--- src/rtl/rtc_wdt_pkg.sv ---
package rtc_wdt_pkg;
  localparam int ADDR_W = 5;
  localparam int DATA_W = 8;

  localparam logic [ADDR_W-1:0] ADDR_CFG  = 5'h00;
  localparam logic [ADDR_W-1:0] ADDR_STAT = 5'h01;
  localparam logic [ADDR_W-1:0] ADDR_MODE = 5'h10;
  localparam logic [ADDR_W-1:0] ADDR_CNT  = 5'h11;

  localparam int FLAG_BIT = 3;

  typedef enum logic [1:0] {
    TICK_FAST = 2'b00,
    TICK_MID  = 2'b01,
    TICK_SEC  = 2'b10,
    TICK_MIN  = 2'b11
  } tickSel_t;

  typedef struct packed {
    logic              load;
    logic              halt;
    logic [DATA_W-1:0] data;
  } wdtStb_t;
endpackage

--- src/rtl/wdt_prescaler.sv ---
module wdt_prescaler import rtc_wdt_pkg::*; #(
  parameter int unsigned FAST_DIV = 8,
  parameter int unsigned MID_DIV  = 64,
  parameter int unsigned SLOW_DIV = 64,
  parameter int unsigned MIN_DIV  = 60
) (
  input  logic     clk,
  input  logic     rstN,
  input  logic     oscEn,
  input  tickSel_t tickSel,
  output logic     tick
);
  localparam int unsigned DIVS [4] = '{FAST_DIV, MID_DIV, SLOW_DIV, MIN_DIV};

  logic [3:0] stageIn;
  logic [3:0] tickRaw;
  logic [3:0] tickQ;

  for (genvar g = 0; g < 4; g++) begin : gStage
    localparam int unsigned D = DIVS[g];
    localparam int W = (D > 1) ? $clog2(D) : 1;
    logic [W-1:0] divCnt;

    if (g == 0) begin : gFirst
      assign stageIn[g] = oscEn;
    end else begin : gNext
      assign stageIn[g] = tickRaw[g-1];
    end

    assign tickRaw[g] = stageIn[g] && (divCnt == W'(D - 1));

    always_ff @(posedge clk or negedge rstN) begin
      if (!rstN) begin
        divCnt <= '0;
      end else if (stageIn[g]) begin
        if (divCnt == W'(D - 1)) divCnt <= '0;
        else                     divCnt <= divCnt + 1'b1;
      end
    end


    stage_wrap_chk: assert property (@(posedge clk) disable iff (!rstN)
      tickRaw[g] |=> (divCnt == '0));
  end

  always_ff @(posedge clk or negedge rstN) begin
    if (!rstN) tickQ <= '0;
    else       tickQ <= tickRaw;
  end

  assign tick = tickQ[tickSel];
endmodule

--- src/rtl/wdt_ctrl.sv ---
module wdt_ctrl import rtc_wdt_pkg::*; (
  input  logic              clk,
  input  logic              rstN,
  input  logic              busWrEn,
  input  logic              busRdEn,
  input  logic [ADDR_W-1:0] busAddr,
  input  logic [DATA_W-1:0] busWrData,
  input  logic [DATA_W-1:0] cntVal,
  input  logic              cdExpire,
  output logic [DATA_W-1:0] busRdData,
  output tickSel_t          tickSel,
  output logic              wdMode,
  output wdtStb_t           stb
);
  logic [DATA_W-1:0] cfgReg;
  logic [DATA_W-1:0] statReg;
  logic [DATA_W-1:0] modeReg;

  logic wrCfg, wrStat, wrMode, wrCnt, rdStat;

  assign wrCfg  = busWrEn && (busAddr == ADDR_CFG);
  assign wrStat = busWrEn && (busAddr == ADDR_STAT);
  assign wrMode = busWrEn && (busAddr == ADDR_MODE);
  assign wrCnt  = busWrEn && (busAddr == ADDR_CNT);
  assign rdStat = busRdEn && (busAddr == ADDR_STAT);

  assign wdMode  = (modeReg[7:6] == 2'b11);
  assign tickSel = tickSel_t'(modeReg[1:0]);

  always_comb begin
    stb.load = wrCnt;
    stb.halt = rdStat && wdMode;
    stb.data = busWrData;
  end

  always_ff @(posedge clk or negedge rstN) begin
    if (!rstN) begin
      cfgReg  <= '0;
      statReg <= '0;
      modeReg <= '0;
    end else begin
      if (wrCfg)  cfgReg  <= busWrData;
      if (wrMode) modeReg <= busWrData;
      if (wrStat) begin
        statReg <= busWrData;
        statReg[FLAG_BIT] <= (busWrData[FLAG_BIT] & statReg[FLAG_BIT]) | cdExpire;
      end else if (cdExpire) begin
        statReg[FLAG_BIT] <= 1'b1;
      end
    end
  end

  always_comb begin
    unique case (busAddr)
      ADDR_CFG:  busRdData = cfgReg;
      ADDR_STAT: busRdData = statReg;
      ADDR_MODE: busRdData = modeReg;
      ADDR_CNT:  busRdData = cntVal;
      default:   busRdData = '0;
    endcase
  end


  flag_set_chk: assert property (@(posedge clk) disable iff (!rstN)
    cdExpire |=> statReg[FLAG_BIT]);


  flag_noset_chk: assert property (@(posedge clk) disable iff (!rstN)
    (wrStat && !statReg[FLAG_BIT] && !cdExpire) |=> !statReg[FLAG_BIT]);


  halt_mode_chk: assert property (@(posedge clk) disable iff (!rstN)
    stb.halt |-> (modeReg[7:6] == 2'b11));
endmodule

--- src/rtl/wdt_datapath.sv ---
module wdt_datapath import rtc_wdt_pkg::*; #(
  parameter int unsigned PULSE_LEN = 512
) (
  input  logic              clk,
  input  logic              rstN,
  input  logic              oscEn,
  input  logic              tick,
  input  logic              wdMode,
  input  wdtStb_t           stb,
  output logic [DATA_W-1:0] cntVal,
  output logic              cdExpire,
  output logic              rstOutN
);
  localparam int PW = $clog2(PULSE_LEN + 1);

  logic          running;
  logic          expire;
  logic [PW-1:0] pulseCnt;

  assign expire   = !stb.load && !stb.halt && tick && running && (cntVal == 8'd1);
  assign cdExpire = expire && !wdMode;
  assign rstOutN  = (pulseCnt == '0);

  always_ff @(posedge clk or negedge rstN) begin
    if (!rstN) begin
      cntVal  <= '0;
      running <= 1'b0;
    end else if (stb.load) begin
      cntVal  <= stb.data;
      running <= (stb.data != '0);
    end else if (stb.halt) begin
      running <= 1'b0;
    end else if (tick && running) begin
      cntVal <= cntVal - 1'b1;
      if (cntVal == 8'd1) running <= 1'b0;
    end
  end

  always_ff @(posedge clk or negedge rstN) begin
    if (!rstN) begin
      pulseCnt <= '0;
    end else if (expire && wdMode) begin
      pulseCnt <= PW'(PULSE_LEN);
    end else if (oscEn && (pulseCnt != '0)) begin
      pulseCnt <= pulseCnt - 1'b1;
    end
  end


  load_wins_chk: assert property (@(posedge clk) disable iff (!rstN)
    stb.load |=> (cntVal == $past(stb.data)));


  zero_stop_chk: assert property (@(posedge clk) disable iff (!rstN)
    (stb.load && (stb.data == '0)) |=> !running);


  count_step_chk: assert property (@(posedge clk) disable iff (!rstN)
    (running && !stb.load && !stb.halt) |=>
      ((cntVal == $past(cntVal)) || (cntVal == $past(cntVal) - 8'd1)));


  halt_hold_chk: assert property (@(posedge clk) disable iff (!rstN)
    (stb.halt && !stb.load) |=> (!running && (cntVal == $past(cntVal))));


  expire_zero_chk: assert property (@(posedge clk) disable iff (!rstN)
    expire |=> ((cntVal == '0) && !running));


  pulse_wd_only_chk: assert property (@(posedge clk) disable iff (!rstN)
    $fell(rstOutN) |-> $past(wdMode));
endmodule

--- src/rtl/rtc_watchdog.sv ---
module rtc_watchdog import rtc_wdt_pkg::*; #(
  parameter int unsigned FAST_DIV = 8,
  parameter int unsigned MID_DIV  = 64,
  parameter int unsigned SLOW_DIV = 64,
  parameter int unsigned MIN_DIV  = 60
) (
  input  logic              clk,
  input  logic              rstN,
  input  logic              oscEn,
  input  logic              busWrEn,
  input  logic              busRdEn,
  input  logic [ADDR_W-1:0] busAddr,
  input  logic [DATA_W-1:0] busWrData,
  output logic [DATA_W-1:0] busRdData,
  output logic              rstOutN
);
  localparam int unsigned PULSE_LEN = FAST_DIV * MID_DIV;

  tickSel_t          tickSel;
  logic              wdMode;
  logic              tick;
  logic              cdExpire;
  logic [DATA_W-1:0] cntVal;
  wdtStb_t           stb;

  wdt_prescaler #(
    .FAST_DIV(FAST_DIV), .MID_DIV(MID_DIV),
    .SLOW_DIV(SLOW_DIV), .MIN_DIV(MIN_DIV)
  ) prescaler_i (
    .clk(clk), .rstN(rstN), .oscEn(oscEn), .tickSel(tickSel), .tick(tick)
  );

  wdt_ctrl ctrl_i (
    .clk(clk), .rstN(rstN), .busWrEn(busWrEn), .busRdEn(busRdEn),
    .busAddr(busAddr), .busWrData(busWrData), .cntVal(cntVal),
    .cdExpire(cdExpire), .busRdData(busRdData), .tickSel(tickSel),
    .wdMode(wdMode), .stb(stb)
  );

  wdt_datapath #(.PULSE_LEN(PULSE_LEN)) datapath_i (
    .clk(clk), .rstN(rstN), .oscEn(oscEn), .tick(tick), .wdMode(wdMode),
    .stb(stb), .cntVal(cntVal), .cdExpire(cdExpire), .rstOutN(rstOutN)
  );
endmodule

--- config.mk ---
export PLATFORM = sky130hd
export DESIGN_NAME = rtc_watchdog
export DESIGN_NICKNAME = d
export VERILOG_FILES = /design/src/rtl/rtc_wdt_pkg.sv /design/src/rtl/wdt_prescaler.sv /design/src/rtl/wdt_ctrl.sv /design/src/rtl/wdt_datapath.sv /design/src/rtl/rtc_watchdog.sv
export SDC_FILE = /design/constraint.sdc
export NUM_CORES = 1
export LEC_CHECK = 0
export BUFFER_PORTS_ARGS = -buffer_cell sky130_fd_sc_hd__buf_2
export CAP_MARGIN = 20
export CORE_MARGIN = 10
export CORE_UTILIZATION = 55
export CTS_CLUSTER_SIZE = 8
export DETAILED_ROUTE_END_ITERATION = 10
export HOLD_SLACK_MARGIN = 0.03
export PLACE_DENSITY = 0.75
export REMOVE_ABC_BUFFERS = 1
export SLEW_MARGIN = 15
export SYNTH_ARGS = -nofsm -noshare
export SYNTH_HDL_FRONTEND = slang
export SYNTH_SLANG_ARGS = --single-unit
export TNS_END_PERCENT = 1
--- constraint.sdc ---
create_clock -name clk -period 5.6 [get_ports clk]
set_clock_uncertainty 0.15 [all_clocks]
set_input_delay 0.28 -clock clk [delete_from_list [all_inputs] [get_ports clk]]
set_output_delay 0.28 -clock clk [all_outputs]
set_load 0.02 [all_outputs]
Word level (Yosys, flattened, before mapping):

Cells that the tools add are included.

* $add $sub $neg: 6
* $lt $le $gt $ge: 1
* equality and inequality tests: 10
* multiplexer cells: 18
* bitwise operators: 2
* reduce and logical (&&, ||, !) cells: 32

Operator list (number)
* one-hot mux 8 bit (4 select lines): 1
* 2-to-1 mux 8 bit: 3
* 2-to-1 mux 10 bit: 2
* adder 6 x 1 -> 6 bit (second input constant): 3
* == test 6 bit (second input constant): 3
* logical AND 1 bit: 18
* 2-to-1 mux 6 bit: 3
* == test 5 bit (second input constant): 2
* zero test 10 bit: 1
* nonzero test 10 bit: 1
* subtractor 10 x 1 -> 10 bit (second input constant): 1
* == test 8 x 1 -> 1 bit (second input constant): 1
* nonzero test 8 bit: 1
* subtractor 8 x 1 -> 8 bit (second input constant): 1
* 2-to-1 mux 1 bit: 7
* nonzero test 2 bit: 3
* nonzero test 3 bit: 2
* == test 5 x 1 -> 1 bit (second input constant): 1
* zero test 5 bit: 1
* AND reduction 2 bit: 2
* adder 3 x 1 -> 3 bit (second input constant): 1
* == test 3 bit (second input constant): 1
* zero test 1 bit: 3
* less-than comparator 2 x 3 -> 1 bit (second input constant): 1
* 6 further kinds: 6

* flip-flop bits (word level): 68
* bits of input ports: 18
* output and inout port bits: 9
* word-level logic and storage cells: 81

Logic depth before layout (Yosys ltp):

Gate-level depths: netlist of the first run.

* word-level depth: 11
* gate-level depth with buffers: 8
* depth with buffers taken out: 7

By module:

Synthesis of the first run repeated with hierarchy kept, for this count alone.

* cells, all modules: 336
* area, all modules: 3614.7 um2

Modules (own cells, without submodules)
* wdt_ctrl: instances 1, cells each 103, area an instance 1270.0 um2, seq. area each 600.6 um2
* wdt_prescaler: instances 1, cells each 113, area an instance 1209.9 um2, seq. area each 625.6 um2
* wdt_datapath: instances 1, cells each 120, area an instance 1134.8 um2, seq. area each 475.5 um2

Worst setup path after synthesis of the first run:

No wires, ideal clock.

* path kind: reg2reg
* start point: reg prescaler_i.gStage[0].divCnt[0]
* end point: reg prescaler_i.gStage[3].divCnt[2]
* library setup time: 0.125 ns
* arrival: 1.917 ns
* required time: 5.325 ns
* slack: 3.408 ns
* cell stages (with the launch flop): 9
* buffers on the path: 1
* clock period less this slack: 2.192 ns
* cell sequence: dfrtp_1 -> ha_1 -> ha_1 -> nand3_1 -> or4_1 -> buf_2 -> inv_1 -> nand2_1 -> mux2_2

* cells in the longest elaborated chain, start to end: 4

RTL lines
* start, declared: line wdt_prescaler.sv:22 `logic [W-1:0] divCnt;`
* start signal, assigned: line wdt_prescaler.sv:37 `else divCnt <= divCnt + 1'b1;`
* == test 3 bit: line wdt_prescaler.sv:30 `assign tickRaw[g] = stageIn[g] && (divCnt == W'(D - 1));`
* logical AND 1 bit (3 in a row): line wdt_prescaler.sv:30
* net prescaler_i.stageIn[3]: line wdt_prescaler.sv:15 `logic [3:0] stageIn;`
* end signal, assigned: line wdt_prescaler.sv:37
* end, declared: line wdt_prescaler.sv:22

The timed path passes the listed nets, and every way through them passes these cells.
A chain may end at the register's enable or synchronous reset.

Final worst setup path of the first run:

* start point: in busAddr[3]
* end point: out busRdData[1]

* cells in the longest elaborated chain, start to end: 2
* elaborated cells on any way between the ends: 5
* classes of those cells: 3 x eq/ne; 1 x mux; 1 x reduce/logical

RTL lines
* start, declared: line rtc_watchdog.sv:12 `input logic [ADDR_W-1:0] busAddr,`
* == test 5 bit, or another cell as far along: line wdt_ctrl.sv:54 `unique case (busAddr)`
* one-hot mux 8 bit (4 select lines) (*): line wdt_ctrl.sv:54
* end, declared: line rtc_watchdog.sv:14 `output logic [DATA_W-1:0] busRdData,`

Mark *: on every way between the ends. The rest lies on a longest branch, timed or not.

==> key figures, run 1 <==
Clocking
  – Maximum count of clock buffers along a single path: 2
  – TritonCTS clock tree: built
  – Sinks on Clock Net: a little under 70
  – Root Buffer: clkbuf_8
  – CTS buffer count: 9
  – Worst-Skew Late Latency: between 300 and 400 ps
  – Number of levels in the clock H-tree: 3
  – Clock slew at reported path FFs: approximately 80 ps

Yosys
  – Portion of synthesized cell area occupied by the leading cell type: 49.2%
  – Synth Instances: 331
  – Post-Syn Area per Cell: 10.5 sq um
  – Sequential cell area fraction in the yosys report: 49.2%
  – Synth top area cells: dfrtp_1 (49%), mux2_2 (9.4%), nand2_1 (4.0%), a22oi_1 (3.5%), ha_1 (2.9%)
  – Leading register cell type out of synthesis: dfrtp_1
  – Fraction of synthesis flops using an asynchronous set or reset pin: 100%
  – Area of the mapped netlist: 3460 sq um
  – Post-synth EDFFs: 0
  – Flip-flop and latch count after synthesis: 68
  – Number of library cell types mapped by synthesis: 52
  – Ys Warns: 0
  – Cell type with the largest total area after synthesis: dfrtp_1

Power and ir drop
  – Clock share of power: 27.3%
  – Internal power: 972 uW
  – Switch share: about a third
  – PD cells: 372 nW/um^2
  – Leak: 1.75 nW
  – Overall power consumption: 1.43 mW
  – Sequential cell fraction of total power: 50.5%
  – Gate power share: 22.1%
  – Psw: around 460 uW
  – Worst IR drop on VDD: 0.291 mV

Placed design
  – Half-perimeter wire length of the detailed placement result: 5.12 mm
  – Total of buffers placed on input and output ports: 26
  – Instance count after placement with tap cells included: 422
  – Final weighted congestion in routability-driven placement: 0.881

Drt
  – Remaining antenna violation count: 0
  – # DRC: 0
  – Vias per Instance: ~6.1
  – Average wire per standard cell: 16.3 um
  – Total detailed-routing wirelength: 7.16 mm
  – Overall via count from detail_route: approximately 2700
  – Number of detailed-route iterations in the first pass: 4
  – Drt first-iter violations: 148

Die
  – Site row count: 28
  – Effective utilization at floorplan: a little under three fifths
  – Die Wd: 99.3 um
  – Top-Level Pins: 27
  – Die height: 99.3 um
  – Core area: 6030 sq um
  – Die area: 9860 sq um

STA
  – Unrepaired setup endpoints after global routing: false
  – Setup Viol. Count Final: 0
  – Fmax: 0.386 GHz
  – Final-layout worst hold slack: about 59 ps
  – Final Hold Viols: 0
  – Pin slew with the least headroom to its limit: ~1000 ps
  – Worst slew margin relative to its limit: 31.3%
  – Final worst path period share: between 40% and 50%
  – Sum of negative setup slack: 0 ps
  – Final Slew Violations: 0
  – Final critical-path required period: roughly 2600 ps

Global routing
  – Pin count of the biggest net entering global routing: 69
  – Overflow left after global routing: 0
  – Busiest layer in global routing: met2
  – Met3 Usage GRT: 4.98%
  – Grt met1 use: 18.1%
  – Met2 global-route usage: roughly 25%
  – Initial antenna violation count: 0
  – Global Route Usage Sum: 15.2%
  – Vias in the first global route: about 2800
  – Global-route wire length before repair: ~12 mm

Critical path
  – Data arrival time of the critical path: 2160 ps
  – CP Max Fanout: 11
  – Critical path class: in2out
  – Crit. End Element: output pin
  – Critical path data required time: 5170 ps
  – Kind of launch point of the worst setup path: input port

Layout
  – Total of fill cells in the finished design: around 500
  – Share of post-route cells with drive strength above 1: 21.4%
  – Layout overhead on the synthesized area: 11.2%
  – Number of standard cells in the layout, taps in and fillers out: 439
  – Final net count: about 390
  – Inserted Diodes: 0

Job
  – Reported max-cap violation count: 0

Hold path
  – Type of the most critical hold path: in2reg

Outcome
  – Status: completed
==> cells by family (layout without fill, tap and decap cells) <==
logic type      after synthesis  after routing  synth area share (%)
flops                        68             68                  49.2
mux                          32             32                  10.3
xor+xnor                     10             10                  2.53
compound gates               66             66                  13.0
buf+inv                      23             56                  2.57
simple gates                124            124                  19.5
fa+ha+maj                     8              8                  2.89
==> state kept, by name (all words and copies together), names as in the netlist <==
name and count:
prescaler_i.gStage.divCnt 21, datapath_i.pulseCnt 10, ctrl_i.cfgReg 8, ctrl_i.modeReg 8
ctrl_i.statReg 8, datapath_i.cntVal 8, prescaler_i.tickQ 4, datapath_i.running 1
==> metrics by stage <==
stage | setup WS [ps] | util (%) | cell area (sq um)
after floorplan | 3380 | - | 3420
after global placement | 3070 | 60.5 | 3650
after detailed placement | 2890 | 60.5 | 3650
after CTS | 3030 | 63.9 | 3850
after global routing | 2830 | 63.9 | 3850
final | 3010 | 63.9 | 3850
==> cell usage after synthesis (all sizes together) (7+ instances only) <==
cell    instances
a21oi          11
a22oi          16
a31oi           7
clkbuf          9
dfrtp          68
ha              8
inv            12
mux2           29
nand2          38
nand3          11
nand4           8
nor2           20
o21ai           9
o31ai           7
or3             7
or4             7
xnor2           7
==> power groups by stage <==
| stage | clock [mW] | sequential, mW | combinational, mW |
|---|---|---|---|
| global placement | 0 | 0.726 | 0.306 |
| CTS | 0.403 | 0.723 | 0.320 |
| global route | 0.420 | 0.743 | 0.371 |
| finish | 0.391 | 0.724 | 0.317 |
| detailed placement | 0 | 0.733 | 0.317 |
| floorplan | 0 | 0.696 | 0.248 |
==> cells in the final DEF (no fill, tap or decap), types with 2 or more instances in the layout <==
| master | synthesis | final |
|---|---|---|
| dfrtp_1 | 68 | 68 |
| nand2_1 | 37 | 37 |
| mux2_2 | 29 | 29 |
| buf_2 | 2 | 26 |
| nor2_1 | 20 | 20 |
| a22oi_1 | 16 | 16 |
| inv_1 | 12 | 12 |
| nand3_1 | 11 | 11 |
| a21oi_1 | 11 | 11 |
| o21ai_0 | 9 | 9 |
| clkbuf_8 | 0 | 9 |
| nand4_1 | 8 | 8 |
| ha_1 | 8 | 8 |
| o31ai_1 | 7 | 7 |
| a31oi_1 | 7 | 7 |
| or3_1 | 7 | 7 |
| xnor2_1 | 7 | 7 |
| or4_1 | 6 | 6 |
| nor4_1 | 4 | 4 |
| nor3_1 | 4 | 4 |
| and3_1 | 3 | 3 |
| mux2i_1 | 3 | 3 |
| o311ai_0 | 3 | 3 |
| nand4b_1 | 3 | 3 |
| xor2_1 | 3 | 3 |
| nor3b_1 | 2 | 2 |
| nand2b_1 | 2 | 2 |
| and3b_1 | 2 | 2 |
| and2_1 | 2 | 2 |
| and4_1 | 2 | 2 |
| o211ai_1 | 2 | 2 |
| a211o_1 | 2 | 2 |
| clkinv_2 | 0 | 2 |
| clkinvlp_4 | 0 | 2 |
==> final cells by class <==
cell class / count / area, sq um / share of cell area [%]
Timing Repair Buffer: 28 / 148 / 3.84
Inverter: 12 / 45.0 / 1.17
Tap cell: 75 / 93.8 / 2.44
Sequential cell: 68 / 1700 / 44.2
Clock inverter: 6 / 63.8 / 1.66
Clock buffer: 10 / 128 / 3.32
Multi-Input combinational cell: 240 / 1670 / 43.4
==> timing repair <==
action | in CTS | in global routing
gates resized for setup | 0 | 0
setup buffers | 0 | 0
hold buffers | 1 | 0
endpoints found under the hold margin | 68 | 0
setup endpoints to repair | 0 | 0
==> layer usage <==
metal  part of all wire (%)  wire length, um  up-vias
met5                      0                0        -
li1                       -                -     1293
met1                     43             3080     1311
met2                     50             3580       68
met3                    5.7              409        9
met4                    1.2               89        0
==> path summary, 6_finish.rpt <==
path | start | end | slack, ps | cells past startpoint
min in group asynchronous | rstN | prescaler_i.gStage[3].divCnt[5] | 500 | 3
min reg2reg | prescaler_i.gStage[2].divCnt[5] | prescaler_i.gStage[2].divCnt[5] | 330 | 1
max in group asynchronous | rstN | ctrl_i.statReg[5] | 4250 | 3
min | busWrData[2] | datapath_i.cntVal[2] | 60 | 3
max | busAddr[3] | busRdData[1] | 3010 | 6
max reg2reg | prescaler_i.gStage[0].divCnt[0] | prescaler_i.gStage[3].divCnt[2] | 3110 | 7
==> worst max-delay path, stage by stage <==
cell,delay [ps]
buf_2,120
nor3b_1,840
and2_0,520
a22oi_1,120
nand2_1,110
buf_2,160
Note: power is estimated with default switching activity, not from simulation.
==> run 2, diff against run 1 <==
--- a/config.mk
+++ b/config.mk
@@ -5,6 +5,7 @@
 export SDC_FILE = /design/constraint.sdc
 export NUM_CORES = 1
 export LEC_CHECK = 0
+export ABC_AREA = 1
 export BUFFER_PORTS_ARGS = -buffer_cell sky130_fd_sc_hd__buf_2
 export CAP_MARGIN = 20
 export CORE_MARGIN = 10
@@ -12,7 +13,7 @@
 export CTS_CLUSTER_SIZE = 8
 export DETAILED_ROUTE_END_ITERATION = 10
 export HOLD_SLACK_MARGIN = 0.03
-export PLACE_DENSITY = 0.75
+export PLACE_DENSITY = 0.78
 export REMOVE_ABC_BUFFERS = 1
 export SLEW_MARGIN = 15
 export SYNTH_ARGS = -nofsm -noshare
==> constraint.sdc (replaced) <==
create_clock -name clk -period 2.2 [get_ports clk]
set_clock_uncertainty 0.15 [all_clocks]
set_input_delay 0.11 -clock clk [delete_from_list [all_inputs] [get_ports clk]]
set_output_delay 0.11 -clock clk [all_outputs]
set_load 0.02 [all_outputs]
==> key figures, run 2 <==
Outcome
  – Status: completed (unchanged)

Layout
  – Number of flip-flops in the largest register: 21 (unchanged)
  – Inserted Diodes: 0 (unchanged)
  – Final net count: 552 (was 385)
  – Commonest non-fill, non-tap cells in the layout: nand2_1 (152), dfrtp_1 (68), inv_1 (59) (was dfrtp_1 (68), nand2_1 (37), mux2_2 (29))
  – Largest registers ranked by flip-flop count: prescaler_i.gStage.divCnt (21), datapath_i.pulseCnt (10) (unchanged)
  – Post-Route Utilization: 64.4% (was 63.9%)
  – Layout overhead on the synthesized area: 13.2% (was 11.2%)
  – Share of post-route cells with drive strength above 1: 18.1% (was 21.4%)
  – Total of fill cells in the finished design: 578 (was 502)
  – Register containing the most flip-flops in the final layout: prescaler_i.gStage.divCnt (unchanged)
  – Most frequent standard cell in the layout excluding fill and tap cells: nand2_1 (was dfrtp_1)

Yosys
  – Portion of synthesized cell area occupied by the leading cell type: 43.8% (was 49.2%)
  – Synth Instances: 484 (was 331)
  – Post-synth EDFFs: 0 (unchanged)
  – Post-Syn Area per Cell: 8.03 sq um (was 10.5 sq um)
  – Leading register cell type out of synthesis: dfrtp_1 (unchanged)
  – Ys Warns: 0 (unchanged)
  – Area of the mapped netlist: 3880 sq um (was 3460 sq um)
  – Most numerous cell in the Yosys netlist: nand2_1 (was dfrtp_1)
  – Sequential cell area fraction in the yosys report: 43.8% (was 49.2%)
  – Fraction of synthesis flops using an asynchronous set or reset pin: 100% (unchanged)
  – Flip-flop and latch count after synthesis: 68 (unchanged)
  – Number of library cell types mapped by synthesis: 31 (was 52)
  – Cell type with the largest total area after synthesis: dfrtp_1 (unchanged)
  – Synth cell count leaders: nand2_1 (152), dfrtp_1 (68), inv_1 (59), nand3_1 (44), nor2_1 (28) (was dfrtp_1 (68), nand2_1 (37), mux2_2 (29), nor2_1 (20), a22oi_1 (16))
  – Synth top area cells: dfrtp_1 (44%), nand2_1 (15%), inv_1 (5.7%), nand3_1 (5.7%), o21ai_2 (3.2%) (was dfrtp_1 (49%), mux2_2 (9.4%), nand2_1 (4.0%), a22oi_1 (3.5%), ha_1 (2.9%))

STA
  – Unrepaired setup endpoints after global routing: false (unchanged)
  – Sum of negative setup slack: 0 ps (unchanged)
  – Pin slew with the least headroom to its limit: 514 ps (was 1030 ps)
  – Smallest setup slack after layout: 327 ps (was 3010 ps)
  – Final Slew Violations: 0 (unchanged)
  – Worst slew margin relative to its limit: 65.8% (was 31.3%)
  – Fmax: 0.534 GHz
  – Final worst path period share: 85.1%
  – Final Hold Viols: 0 (unchanged)
  – Final critical-path required period: 1870 ps
  – Setup Viol. Count Final: 0 (unchanged)

Die
  – Site row count: 30 (was 28)
  – Die Wd: 104 um (was 99.3 um)
  – Die height: 104 um (was 99.3 um)
  – Core area: 6830 sq um (was 6030 sq um)
  – Top-Level Pins: 27 (unchanged)
  – Die area: 10800 sq um (was 9860 sq um)
  – Effective utilization at floorplan: 56.9% (was 57.4%)

Critical path
  – Top Family by Delay on Critical Path: flip-flops (was simple AND/OR/NAND/NOR gates)
  – Count of buffering cells on the critical path with inverters included: 2 (unchanged)
  – Critical path class: reg2reg (was in2out)
  – Cell type of the slowest stage on the worst timing path: dfrtp_1 (was nor3b_1)
  – Reg-to-reg startpoint: prescaler_i.gStage[0].divCnt[0] (unchanged)
  – Max stage delay on crit path: 410 ps (was 840 ps)
  – CP Max Fanout: 8 (was 11)
  – Kind of launch point of the worst setup path: flip-flop (was input port)
  – Worst reg2reg path depth: 8 (was 7)
  – Crit Reg-Reg Endpoint: prescaler_i.gStage[2].divCnt[0] (was prescaler_i.gStage[3].divCnt[2])
  – Worst path cell trace: ha_1 > ha_1 > nand2_1 > inv_2 > nand3_4 > clkinv_1 > a21oi_1 > a21oi_1 (was buf_2 > nor3b_1 > and2_0 > a22oi_1 > nand2_1 > buf_2)
  – Slack of the worst reg-to-reg path: 330 ps (was 3110 ps)
  – Crit. End Element: flip-flop (was output pin)
  – Critical path data required time: 2280 ps (was 5170 ps)
  – Data arrival time of the critical path: 1950 ps (was 2160 ps)

Hold path
  – Startpoint of the most critical hold path: busAddr[1] (was busWrData[2])
  – Hold Path Cell Cnt: 5 (was 3)
  – Worst Hold End: datapath_i.cntVal[6] (was datapath_i.cntVal[2])
  – Type of the most critical hold path: in2reg (unchanged)

Global routing
  – Overflow left after global routing: 0 (unchanged)
  – Vias in the first global route: 3222 (was 2759)
  – Initial antenna violation count: 0 (unchanged)
  – Global Route Usage Sum: 16.5% (was 15.2%)
  – Global-route wire length before repair: 14.9 mm (was 12.4 mm)
  – Pin count of the biggest net entering global routing: 49 (was 69)

Clocking
  – Number of levels in the clock H-tree: 3 (unchanged)
  – Clock slew at reported path FFs: 80 ps (about the same)
  – Maximum count of clock buffers along a single path: 2 (unchanged)
  – Sinks on Clock Net: 68 (unchanged)
  – CTS buffer count: 9 (unchanged)
  – Worst-Skew Late Latency: 350 ps (about the same)
  – Root Buffer: clkbuf_8 (unchanged)
  – TritonCTS clock tree: built (unchanged)

Drt
  – # DRC: 0 (unchanged)
  – Total detailed-routing wirelength: 8.54 mm (was 7.16 mm)
  – Routed metal-1 wire length: 3.74 mm (was 3.08 mm)
  – Top layer used by detailed routing: met4 (unchanged)
  – Overall via count from detail_route: 3278 (was 2681)
  – Vias per Instance: 5.23 (was 6.11)
  – Remaining antenna violation count: 0 (unchanged)
  – Average wire per standard cell: 13.6 um (was 16.3 um)
  – Detailed route wirelength on metal3: 554 um (was 409 um)
  – Number of detailed-route iterations in the first pass: 5 (was 4)
  – Drt first-iter violations: 200 (was 148)
  – Total met2 wirelength after detailed routing: 4.10 mm (was 3.58 mm)

Power and ir drop
  – Leak: 2.24 nW (was 1.75 nW)
  – Worst IR drop on VDD: 0.498 mV (was 0.291 mV)
  – PD cells: 860 nW/um^2 (was 372 nW/um^2)
  – Overall power consumption: 3.78 mW (was 1.43 mW)

Job
  – Reported max-cap violation count: 0 (unchanged)

Placed design
  – Half-perimeter wire length of the detailed placement result: 6.15 mm (was 5.12 mm)
  – Final weighted congestion in routability-driven placement: 0.841 (was 0.881)
  – Pre-CTS setup slack: 361 ps (was 2890 ps)
  – Total of buffers placed on input and output ports: 26 (unchanged)
run 2: changes by cell type after synthesis, moves of 16 or more:
cell     change
nand2_1    +115
inv_1       +47
nand3_1     +33
mux2_2      -29
a22oi_1     -16
run 2: logic make-up after synthesis:
kind of cell	count (synthesis)	share of synthesized area, %
XOR/XNOR	9	2.03
AND/OR/NAND/NOR	271	34.3
adder cells (fa/ha/maj)	8	2.58
AO/OA/AOI/OAI	53	9.02
buffers and inverters	75	8.31
flip-flops	68	43.8
run 2: worst max path at each step:
| stage | to | start | depth (start not counted) | slack, ps |
|---|---|---|---|---|
| after floorplan | prescaler_i.gStage[2].divCnt[0] | prescaler_i.gStage[0].divCnt[0] | 8 | 530 |
| after global placement | prescaler_i.gStage[2].divCnt[0] | prescaler_i.gStage[0].divCnt[0] | 8 | 430 |
| after detailed placement | prescaler_i.gStage[2].divCnt[0] | prescaler_i.gStage[0].divCnt[0] | 8 | 360 |
| after CTS | prescaler_i.gStage[2].divCnt[0] | prescaler_i.gStage[0].divCnt[0] | 8 | 330 |
| after global routing | prescaler_i.gStage[2].divCnt[0] | prescaler_i.gStage[0].divCnt[0] | 8 | 180 |
| final | prescaler_i.gStage[2].divCnt[0] | prescaler_i.gStage[0].divCnt[0] | 8 | 330 |
run 2: layout make-up:
cell class,count,area (sq um),area share [%]
timing repair buffer,38,258,5.86
clock inverter,6,63.8,1.45
inverter,68,258,5.86
sequential,68,1700,38.7
multi-input combinational,341,1860,42.3
clock buffer,10,138,3.13
tap,96,120,2.73
run 2: repair_timing:
item,in CTS,in global routing
hold buffers,10,0
resized for setup,0,0
endpoints found under the hold margin,76,0
endpoints found under the setup margin,0,0
buffers inserted,0,0
run 2: worst register-to-register path, delay by kind of cell, from the launching register on:
family          cells  cell delay [ps]
simple gates        2              250
compound gates      2              240
buf+inv             2              300
fa+ha+maj           2              400
flops               1              410
run 2: metal layers:
metal  vias up  global-route usage, %
li1       1638                      -
met1      1535                   20.2
met2        91                   26.4
met3        14                   5.02
met4         0                   6.76
met5         -                      0
run 2: through the flow:
stage          cell area, sq um  instances  hold slack, ps
2_1_floorplan              3820        477            -336
3_3_place_gp               4100        601           -36.4
3_5_place_dp               4100        601           -35.6
4_1_cts                    4400        627            73.6
5_1_grt                    4400        627            85.3
6_report                   4400        627            80.9
run 2: where the power goes:
group / total (mW) / leakage (nW) / internal (mW) / switching (mW)
sequential: 1.73 / 0.848 / 1.52 / 0.210
clock: 1.04 / 0.0983 / 0.552 / 0.492
combinational: 1.02 / 1.30 / 0.380 / 0.635
